===== config.mk =====
export PLATFORM = sky130hd
export DESIGN_NAME = dcs_seq
export DESIGN_NICKNAME = d
export VERILOG_FILES = /design/src/rtl/dcs_pkg.sv /design/src/rtl/dcs_div.sv /design/src/rtl/dcs_pack.sv /design/src/rtl/dcs_seq.sv
export SDC_FILE = /design/constraint.sdc
export NUM_CORES = 1
export LEC_CHECK = 0
export ABC_AREA = 1
export BUFFER_PORTS_ARGS = -buffer_cell sky130_fd_sc_hd__buf_2
export CAP_MARGIN = 25
export CORE_ASPECT_RATIO = 0.9
export CORE_UTILIZATION = 54
export CTS_CLUSTER_DIAMETER = 80
export DETAILED_ROUTE_END_ITERATION = 6
export MAX_ROUTING_LAYER = met4
export PLACE_DENSITY = 0.78
export SLEW_MARGIN = 10
export SYNTH_ARGS = -nofsm -noshare
export SYNTH_HDL_FRONTEND = slang
export SYNTH_SLANG_ARGS = --single-unit

===== constraint.sdc =====
create_clock -name clk -period 2.1 [get_ports clk]
set_input_delay 0.105 -clock clk [delete_from_list [all_inputs] [get_ports clk]]
set_output_delay 0.105 -clock clk [all_outputs]
set_load 0.1 [all_outputs]

===== src/rtl/dcs_pkg.sv =====
package dcs_pkg;
    localparam int ST_REQ = 0;
    localparam int ST_IN  = 1;
    localparam int ST_CMD = 2;
    localparam int ST_BSY = 3;
    localparam logic [1:0] A_DATA = 2'd0;
    localparam logic [1:0] A_STAT = 2'd1;
    localparam logic [1:0] A_SEL  = 2'd2;
    localparam logic [1:0] A_MODE = 2'd3;
    localparam logic [7:0] OP_READ  = 8'h08;
    localparam logic [7:0] OP_WRITE = 8'h0A;
    localparam logic [7:0] MODE_XFER = 8'h03;
    localparam logic [5:0] ECC_CODE = 6'd24;

    typedef enum logic [3:0] {
        S_IDLE, S_DIV1, S_DIV2, S_SEL, S_BRD, S_BEV,
        S_QRD, S_QEV, S_CRD, S_CEV, S_SRD, S_SEV
    } seq_st_e;
endpackage


===== src/rtl/dcs_div.sv =====
module dcs_div #(
    parameter int W = 21
) (
    input  logic         clk,
    input  logic         rst_n,
    input  logic         go,
    input  logic [W-1:0] dvd,
    input  logic [W-1:0] dvs,
    output logic [W-1:0] quo,
    output logic [W-1:0] rem,
    output logic         done
);
    localparam int CW = $clog2(W + 1);

    typedef struct packed {
        logic          busy;
        logic [CW-1:0] cnt;
        logic [W-1:0]  rem;
        logic [W-1:0]  quo;
        logic          done;
    } div_t;

    div_t q, n;
    logic [W:0] trial;
    logic       take;

    always_comb begin
        n      = q;
        n.done = 1'b0;
        trial  = {q.rem, q.quo[W-1]};
        take   = (trial >= {1'b0, dvs});
        if (go) begin
            n.busy = 1'b1;
            n.cnt  = '0;
            n.rem  = '0;
            n.quo  = dvd;
        end else if (q.busy) begin
            if (take) trial = trial - {1'b0, dvs};
            n.rem = trial[W-1:0];
            n.quo = {q.quo[W-2:0], take};
            n.cnt = q.cnt + 1'b1;
            if (q.cnt == CW'(W - 1)) begin
                n.busy = 1'b0;
                n.done = 1'b1;
            end
        end
    end

    always_ff @(posedge clk or negedge rst_n) begin
        if (!rst_n) q <= '0;
        else        q <= n;
    end

    assign quo  = q.quo;
    assign rem  = q.rem;
    assign done = q.done;
endmodule


===== src/rtl/dcs_pack.sv =====
module dcs_pack #(
    parameter int HEAD_W = 5,
    parameter int CYL_W  = 10
) (
    input  logic              wr_op,
    input  logic [CYL_W-1:0]  cyl,
    input  logic [HEAD_W-1:0] head,
    input  logic [5:0]        sect,
    input  logic [7:0]        cnt,
    input  logic [2:0]        drv,
    input  logic [7:0]        ctl,
    output logic [5:0][7:0]   bytes
);
    import dcs_pkg::*;

    always_comb begin
        bytes[0] = wr_op ? OP_WRITE : OP_READ;
        bytes[1] = 8'(head) | {drv, 5'b0};
        bytes[2] = {cyl[9:8], sect};
        bytes[3] = cyl[7:0];
        bytes[4] = cnt;
        bytes[5] = ctl;
    end
endmodule


===== src/rtl/dcs_seq.sv =====
module dcs_seq #(
    parameter int BLK_W      = 21,
    parameter int HEAD_W     = 5,
    parameter int SPT        = 17,
    parameter int POLL_LIMIT = 32000
) (
    input  logic              clk,
    input  logic              rst_n,
    input  logic              req_valid,
    input  logic              req_write,
    input  logic [BLK_W-1:0]  req_block,
    input  logic [7:0]        req_count,
    input  logic [2:0]        req_drive,
    input  logic [7:0]        req_ctl,
    input  logic [HEAD_W-1:0] req_heads,
    input  logic              sense_vld,
    input  logic [7:0]        sense_code,
    input  logic              nr_clr,
    output logic              req_ready,
    output logic              done,
    output logic              ok,
    output logic              sense_req,
    output logic              ecc_fix,
    output logic              need_reset,
    output logic [7:0]        stat_byte,
    output logic              prt_rd,
    output logic              prt_wr,
    output logic [1:0]        prt_addr,
    output logic [7:0]        prt_wdata,
    input  logic [7:0]        prt_rdata
);
    import dcs_pkg::*;

    localparam int CYL_W = 10;
    localparam int PC_W  = $clog2(POLL_LIMIT + 1);

    typedef struct packed {
        seq_st_e           st;
        logic              wr_op;
        logic [BLK_W-1:0]  dvd;
        logic [BLK_W-1:0]  dvs;
        logic              go;
        logic [CYL_W-1:0]  cyl;
        logic [HEAD_W-1:0] head;
        logic [5:0]        sect;
        logic [7:0]        cnt;
        logic [2:0]        drv;
        logic [7:0]        ctl;
        logic [PC_W-1:0]   pc;
        logic [2:0]        idx;
        logic              rd;
        logic              wr;
        logic [1:0]        addr;
        logic [7:0]        wdata;
        logic              done;
        logic              ok;
        logic              sense;
        logic              ecc;
        logic              nr;
        logic [7:0]        stat;
    } seq_t;

    seq_t q, n;
    logic [BLK_W-1:0] div_quo, div_rem;
    logic             div_done;
    logic [5:0][7:0]  cmd;
    logic             pfail;
    seq_st_e          pback;
    logic             phase_ok;

    dcs_div #(.W(BLK_W)) u_div (
        .clk(clk), .rst_n(rst_n), .go(q.go), .dvd(q.dvd), .dvs(q.dvs),
        .quo(div_quo), .rem(div_rem), .done(div_done)
    );

    dcs_pack #(.HEAD_W(HEAD_W), .CYL_W(CYL_W)) u_pack (
        .wr_op(q.wr_op), .cyl(q.cyl), .head(q.head), .sect(q.sect),
        .cnt(q.cnt), .drv(q.drv), .ctl(q.ctl), .bytes(cmd)
    );

    always_comb begin
        n        = q;
        n.go     = 1'b0;
        n.rd     = 1'b0;
        n.wr     = 1'b0;
        n.done   = 1'b0;
        pfail    = 1'b0;
        pback    = S_IDLE;
        phase_ok = prt_rdata[ST_BSY] && prt_rdata[ST_CMD] && !prt_rdata[ST_IN];
        if (nr_clr) n.nr = 1'b0;
        case (q.st)
            S_IDLE: begin
                if (req_valid) begin
                    n.wr_op = req_write;
                    n.cnt   = req_count;
                    n.drv   = req_drive;
                    n.ctl   = req_ctl;
                    n.dvd   = req_block;
                    n.dvs   = BLK_W'(req_heads * SPT);
                    n.go    = 1'b1;
                    n.ok    = 1'b0;
                    n.sense = 1'b0;
                    n.ecc   = 1'b0;
                    n.stat  = '0;
                    n.st    = S_DIV1;
                end else if (sense_vld) begin
                    n.ecc = (sense_code[5:0] == ECC_CODE);
                    if (sense_code[5:0] != ECC_CODE && sense_code[5:0] != 6'd0)
                        n.nr = 1'b1;
                end
            end
            S_DIV1: if (div_done) begin
                n.cyl = div_quo[CYL_W-1:0];
                n.dvd = div_rem;
                n.dvs = BLK_W'(SPT);
                n.go  = 1'b1;
                n.st  = S_DIV2;
            end
            S_DIV2: if (div_done) begin
                n.head  = div_quo[HEAD_W-1:0];
                n.sect  = div_rem[5:0];
                n.wr    = 1'b1;
                n.addr  = A_MODE;
                n.wdata = MODE_XFER;
                n.st    = S_SEL;
            end
            S_SEL: begin
                n.wr    = 1'b1;
                n.addr  = A_SEL;
                n.wdata = MODE_XFER;
                n.pc    = '0;
                n.st    = S_BRD;
            end
            S_BRD, S_QRD, S_CRD: begin
                n.rd   = 1'b1;
                n.addr = A_STAT;
                n.st   = (q.st == S_BRD) ? S_BEV : (q.st == S_QRD) ? S_QEV : S_CEV;
            end
            S_BEV: begin
                if (prt_rdata[ST_BSY]) begin
                    n.pc  = '0;
                    n.idx = '0;
                    n.st  = S_QRD;
                end else begin
                    pfail = 1'b1;
                    pback = S_BRD;
                end
            end
            S_QEV: begin
                if (!prt_rdata[ST_REQ]) begin
                    pfail = 1'b1;
                    pback = S_QRD;
                end else if (phase_ok) begin
                    n.wr    = 1'b1;
                    n.addr  = A_DATA;
                    n.wdata = cmd[q.idx];
                    n.pc    = '0;
                    n.idx   = q.idx + 1'b1;
                    n.st    = (q.idx == 3'd5) ? S_CRD : S_QRD;
                end else begin
                    n.done = 1'b1;
                    n.ok   = 1'b0;
                    n.st   = S_IDLE;
                end
            end
            S_CEV: begin
                if (prt_rdata[ST_REQ] && prt_rdata[ST_IN]) begin
                    n.st = S_SRD;
                end else begin
                    pfail = 1'b1;
                    pback = S_CRD;
                end
            end
            S_SRD: begin
                n.rd   = 1'b1;
                n.addr = A_DATA;
                n.st   = S_SEV;
            end
            S_SEV: begin
                n.stat  = prt_rdata;
                n.ok    = !prt_rdata[1];
                n.sense = prt_rdata[1];
                n.done  = 1'b1;
                n.st    = S_IDLE;
            end
            default: n.st = S_IDLE;
        endcase
        if (pfail) begin
            if (q.pc == PC_W'(POLL_LIMIT - 1)) begin
                n.done = 1'b1;
                n.ok   = 1'b0;
                n.nr   = 1'b1;
                n.st   = S_IDLE;
            end else begin
                n.pc = q.pc + 1'b1;
                n.st = pback;
            end
        end
    end

    always_ff @(posedge clk or negedge rst_n) begin
        if (!rst_n) q <= '{st: S_IDLE, default: '0};
        else        q <= n;
    end

    assign req_ready  = (q.st == S_IDLE);
    assign done       = q.done;
    assign ok         = q.ok;
    assign sense_req  = q.sense;
    assign ecc_fix    = q.ecc;
    assign need_reset = q.nr;
    assign stat_byte  = q.stat;
    assign prt_rd     = q.rd;
    assign prt_wr     = q.wr;
    assign prt_addr   = q.addr;
    assign prt_wdata  = q.wdata;
endmodule


==> run metrics <==
status finished, violations left; failing checks DRC; Core Box Area 16200 sq um; RSZ-0062 raised after global routing true; clock sinks 168; Post-Synth Simple-Gate Area 25.1%; relative slew slack 66.2%; layout cells sized above 1 18.9%; Synth Area per Inst 7.87 sq um; initial antenna violation count 0; post-synthesis adder-cell area fraction 2.72%; WP data arrival 2.30 ns; Avg WL per Cell 15.9 um; Final HPWL DP 16600 um; element type at the critical path end flop; H-tree depth 4; maxcap violations 0; Fmax achieved 501 MHz; async set-reset flop share out of synthesis 100%; Leak 5.52 nW; commonest cells in the synthesized netlist nand2_1, dfrtp_1, inv_1, o21ai_0, nor2_1; number of flops mapped to enable cells by yosys 0; top cell type's share of synthesized area 46.6%; CTS tree built; Post-DP Area 9790 sq um; Rows 44; cell area after layout 11100 sq um; Pre-antenna DRT Iters 7; Main synth FF type dfrtp_1; Hold Crit Class primary input to flop; Yosys top cell by area dfrtp_1; crit path max fanout 12; first-pass GRT wire length 39400 um; Ys Warns 0; largest family of logic cells by synthesized area simple AND/OR/NAND/NOR gates; PnR Total Power 0.0163 W; antenna diode count 0; clk_lat worst skew 0.44 ns; fin util 68.5%; hold_sp sense_code[3]; RD Place Congestion 0.970; die area 17200 sq um; Post-Route WL 24300 um; Area Growth Syn to Fin 23.2%; final hold slack 0.0100 ns; number of remaining DRC errors 18; nets@finish 1389; final hold violations 0; measured slew at the worst slew-check pin 0.507 ns; flops & latches, synth 168; grt total ovfl 0; critical path data required time 2.41 ns; I/O pin count 93; Die Y 125 um; synthesized area 9030 sq um; cts bufs inserted 17; CTS Buffer Depth 2; Pins Over Slew Limit 0; final setup skew 0.00730 ns; min cycle time layout 2.00 ns; via total after detailed routing 8309; Syn Nets 1233; largest net degree at the start of global routing 67; vias in the first global route 7992; XOR/XNOR Fraction of Synth Area 1.07%; Crit Path Class flop to flop; Routed Antenna Nets 0; Post-Syn Instances 1147; Initial Util 55.6%; chip width 138 um; Seq/Total Area, Yosys 46.6%; crit path from u_div.quo[20]$_DFFE_PN0P_; most common cell in the netlist nand2_1; Startpoint Class flop; Power Density 1460 nW/um^2; synth top area cells dfrtp_1, nand2_1, inv_1; Root Buffer clkbuf_16; Synth Area in Compound Gates 13.9%; setup violators final 0; multiplexer share of the synthesized area 0%; input/output buffers 90; synth unique cells 49; DR iter-0 viols 706; R2R Path Start u_div.quo[20]$_DFFE_PN0P_; DR vias/cell 5.46; GRT Overall Usage 29.8%; Worst-path clk slew 0.07 ns; final worst-path cycle share 95.1%; Max VDD drop 0.855 mV
report_power, final:
group	leakage (nW)	internal (W)	switching, W
logic	3.07	0.00279	0.00500
registers	2.15	0.00445	0.000807
clock network	0.293	0.00188	0.00134
metal layers:
layer,track usage (%),up-vias,routed length (um)
li1,-,4026,-
met1,39.5,3964,11100
met2,46.5,269,11300
met3,5.04,50,1240
met4,10.4,0,569
met5,-,-,0
through the flow:
step / setup slack (ns) / setup TNS, ns / std cells
finish: 0.103 / 0 / 1523
global route: -0.0282 / -0.109 / 1523
global placement: 0.00991 / 0 / 1431
floorplan: 0.104 / 0 / 1147
detailed placement: -0.0148 / -0.0736 / 1431
CTS: 0.0200 / 0 / 1521
flip-flops by register name, summed over array words and instances, names as in the netlist:
| name | count |
|---|---|
| q | 95 |
| u_div.quo | 21 |
| u_div.rem | 21 |
| prt_wdata | 8 |
| stat_byte | 7 |
| u_div.q | 6 |
| prt_addr | 2 |
| done | 1 |
| ecc_fix | 1 |
| need_reset | 1 |
| ok | 1 |
| prt_rd | 1 |
| prt_wr | 1 |
| sense_req | 1 |
| u_div.done | 1 |
worst paths after layout:
check,end,slack (ns),depth (start not counted)
hold reg to reg,u_div.q[47]$_DFFE_PN0P_,0.47,1
setup / recovery,u_div.rem[11]$_DFFE_PN0P_,0.10,15
max in group asynchronous,q[37]$_DFF_PN0_,1.21,3
setup reg to reg,u_div.rem[11]$_DFFE_PN0P_,0.10,15
min in group asynchronous,q[61]$_DFFE_PN0P_,0.14,2
hold / removal,ecc_fix$_DFFE_PN0P_,0.01,5
area by class of cell:
type	count	area [sq um]
Clock buffer	22	484
Clock inverter	10	116
Fill cell	1305	5110
Inverter	163	619
Multi-Input combinational cell	761	3990
Sequential cell	168	4200
Tap cell	207	259
Timing Repair Buffer	192	1450
repair_timing:
item	CTS	global route
endpoints found under the hold margin	187	0
pin swaps	1	2
hold buffers	57	0
endpoints found under the setup margin	11	29
gates resized for setup	4	25
buffers inserted	1	1
cloned	0	1
layout by cell type, fill, tap and decap left out, types with 8 or more instances in the layout:
cell type	instances
o221ai_1	16
nand2_1	323
o211ai_1	20
buf_2	88
nor2_2	11
nand3_1	65
nor2_1	64
o21ai_1	31
inv_1	132
dfrtp_1	168
a21oi_1	25
nor3_1	8
inv_2	27
buf_4	38
dlygate4sd3_1	57
clkbuf_16	18
o21ai_0	84
ha_1	12
nand4_1	16
nand2_2	13
logic make-up after synthesis:
family                     Yosys count
AOI/OAI and AO/OA                  209
xor gates and xnor gates            11
adders and majority gates           19
buffers and inverters              218
DFF                                168
and+or+nand+nor                    522
worst max-delay path, cell delays in order, from the launching register on:
cell	delay (ns)
dfrtp_1	0.37
inv_2	0.09
ha_4	0.13
inv_2	0.04
fa_2	0.34
nand2_2	0.08
nand3_2	0.09
nand3_2	0.09
nand2_4	0.06
nand2_2	0.09
nand3_4	0.11
buf_12	0.17
nand2_1	0.05
nand2_1	0.05
nand3_1	0.05
o21ai_0	0.07
(Power assumes the default switching activity.)
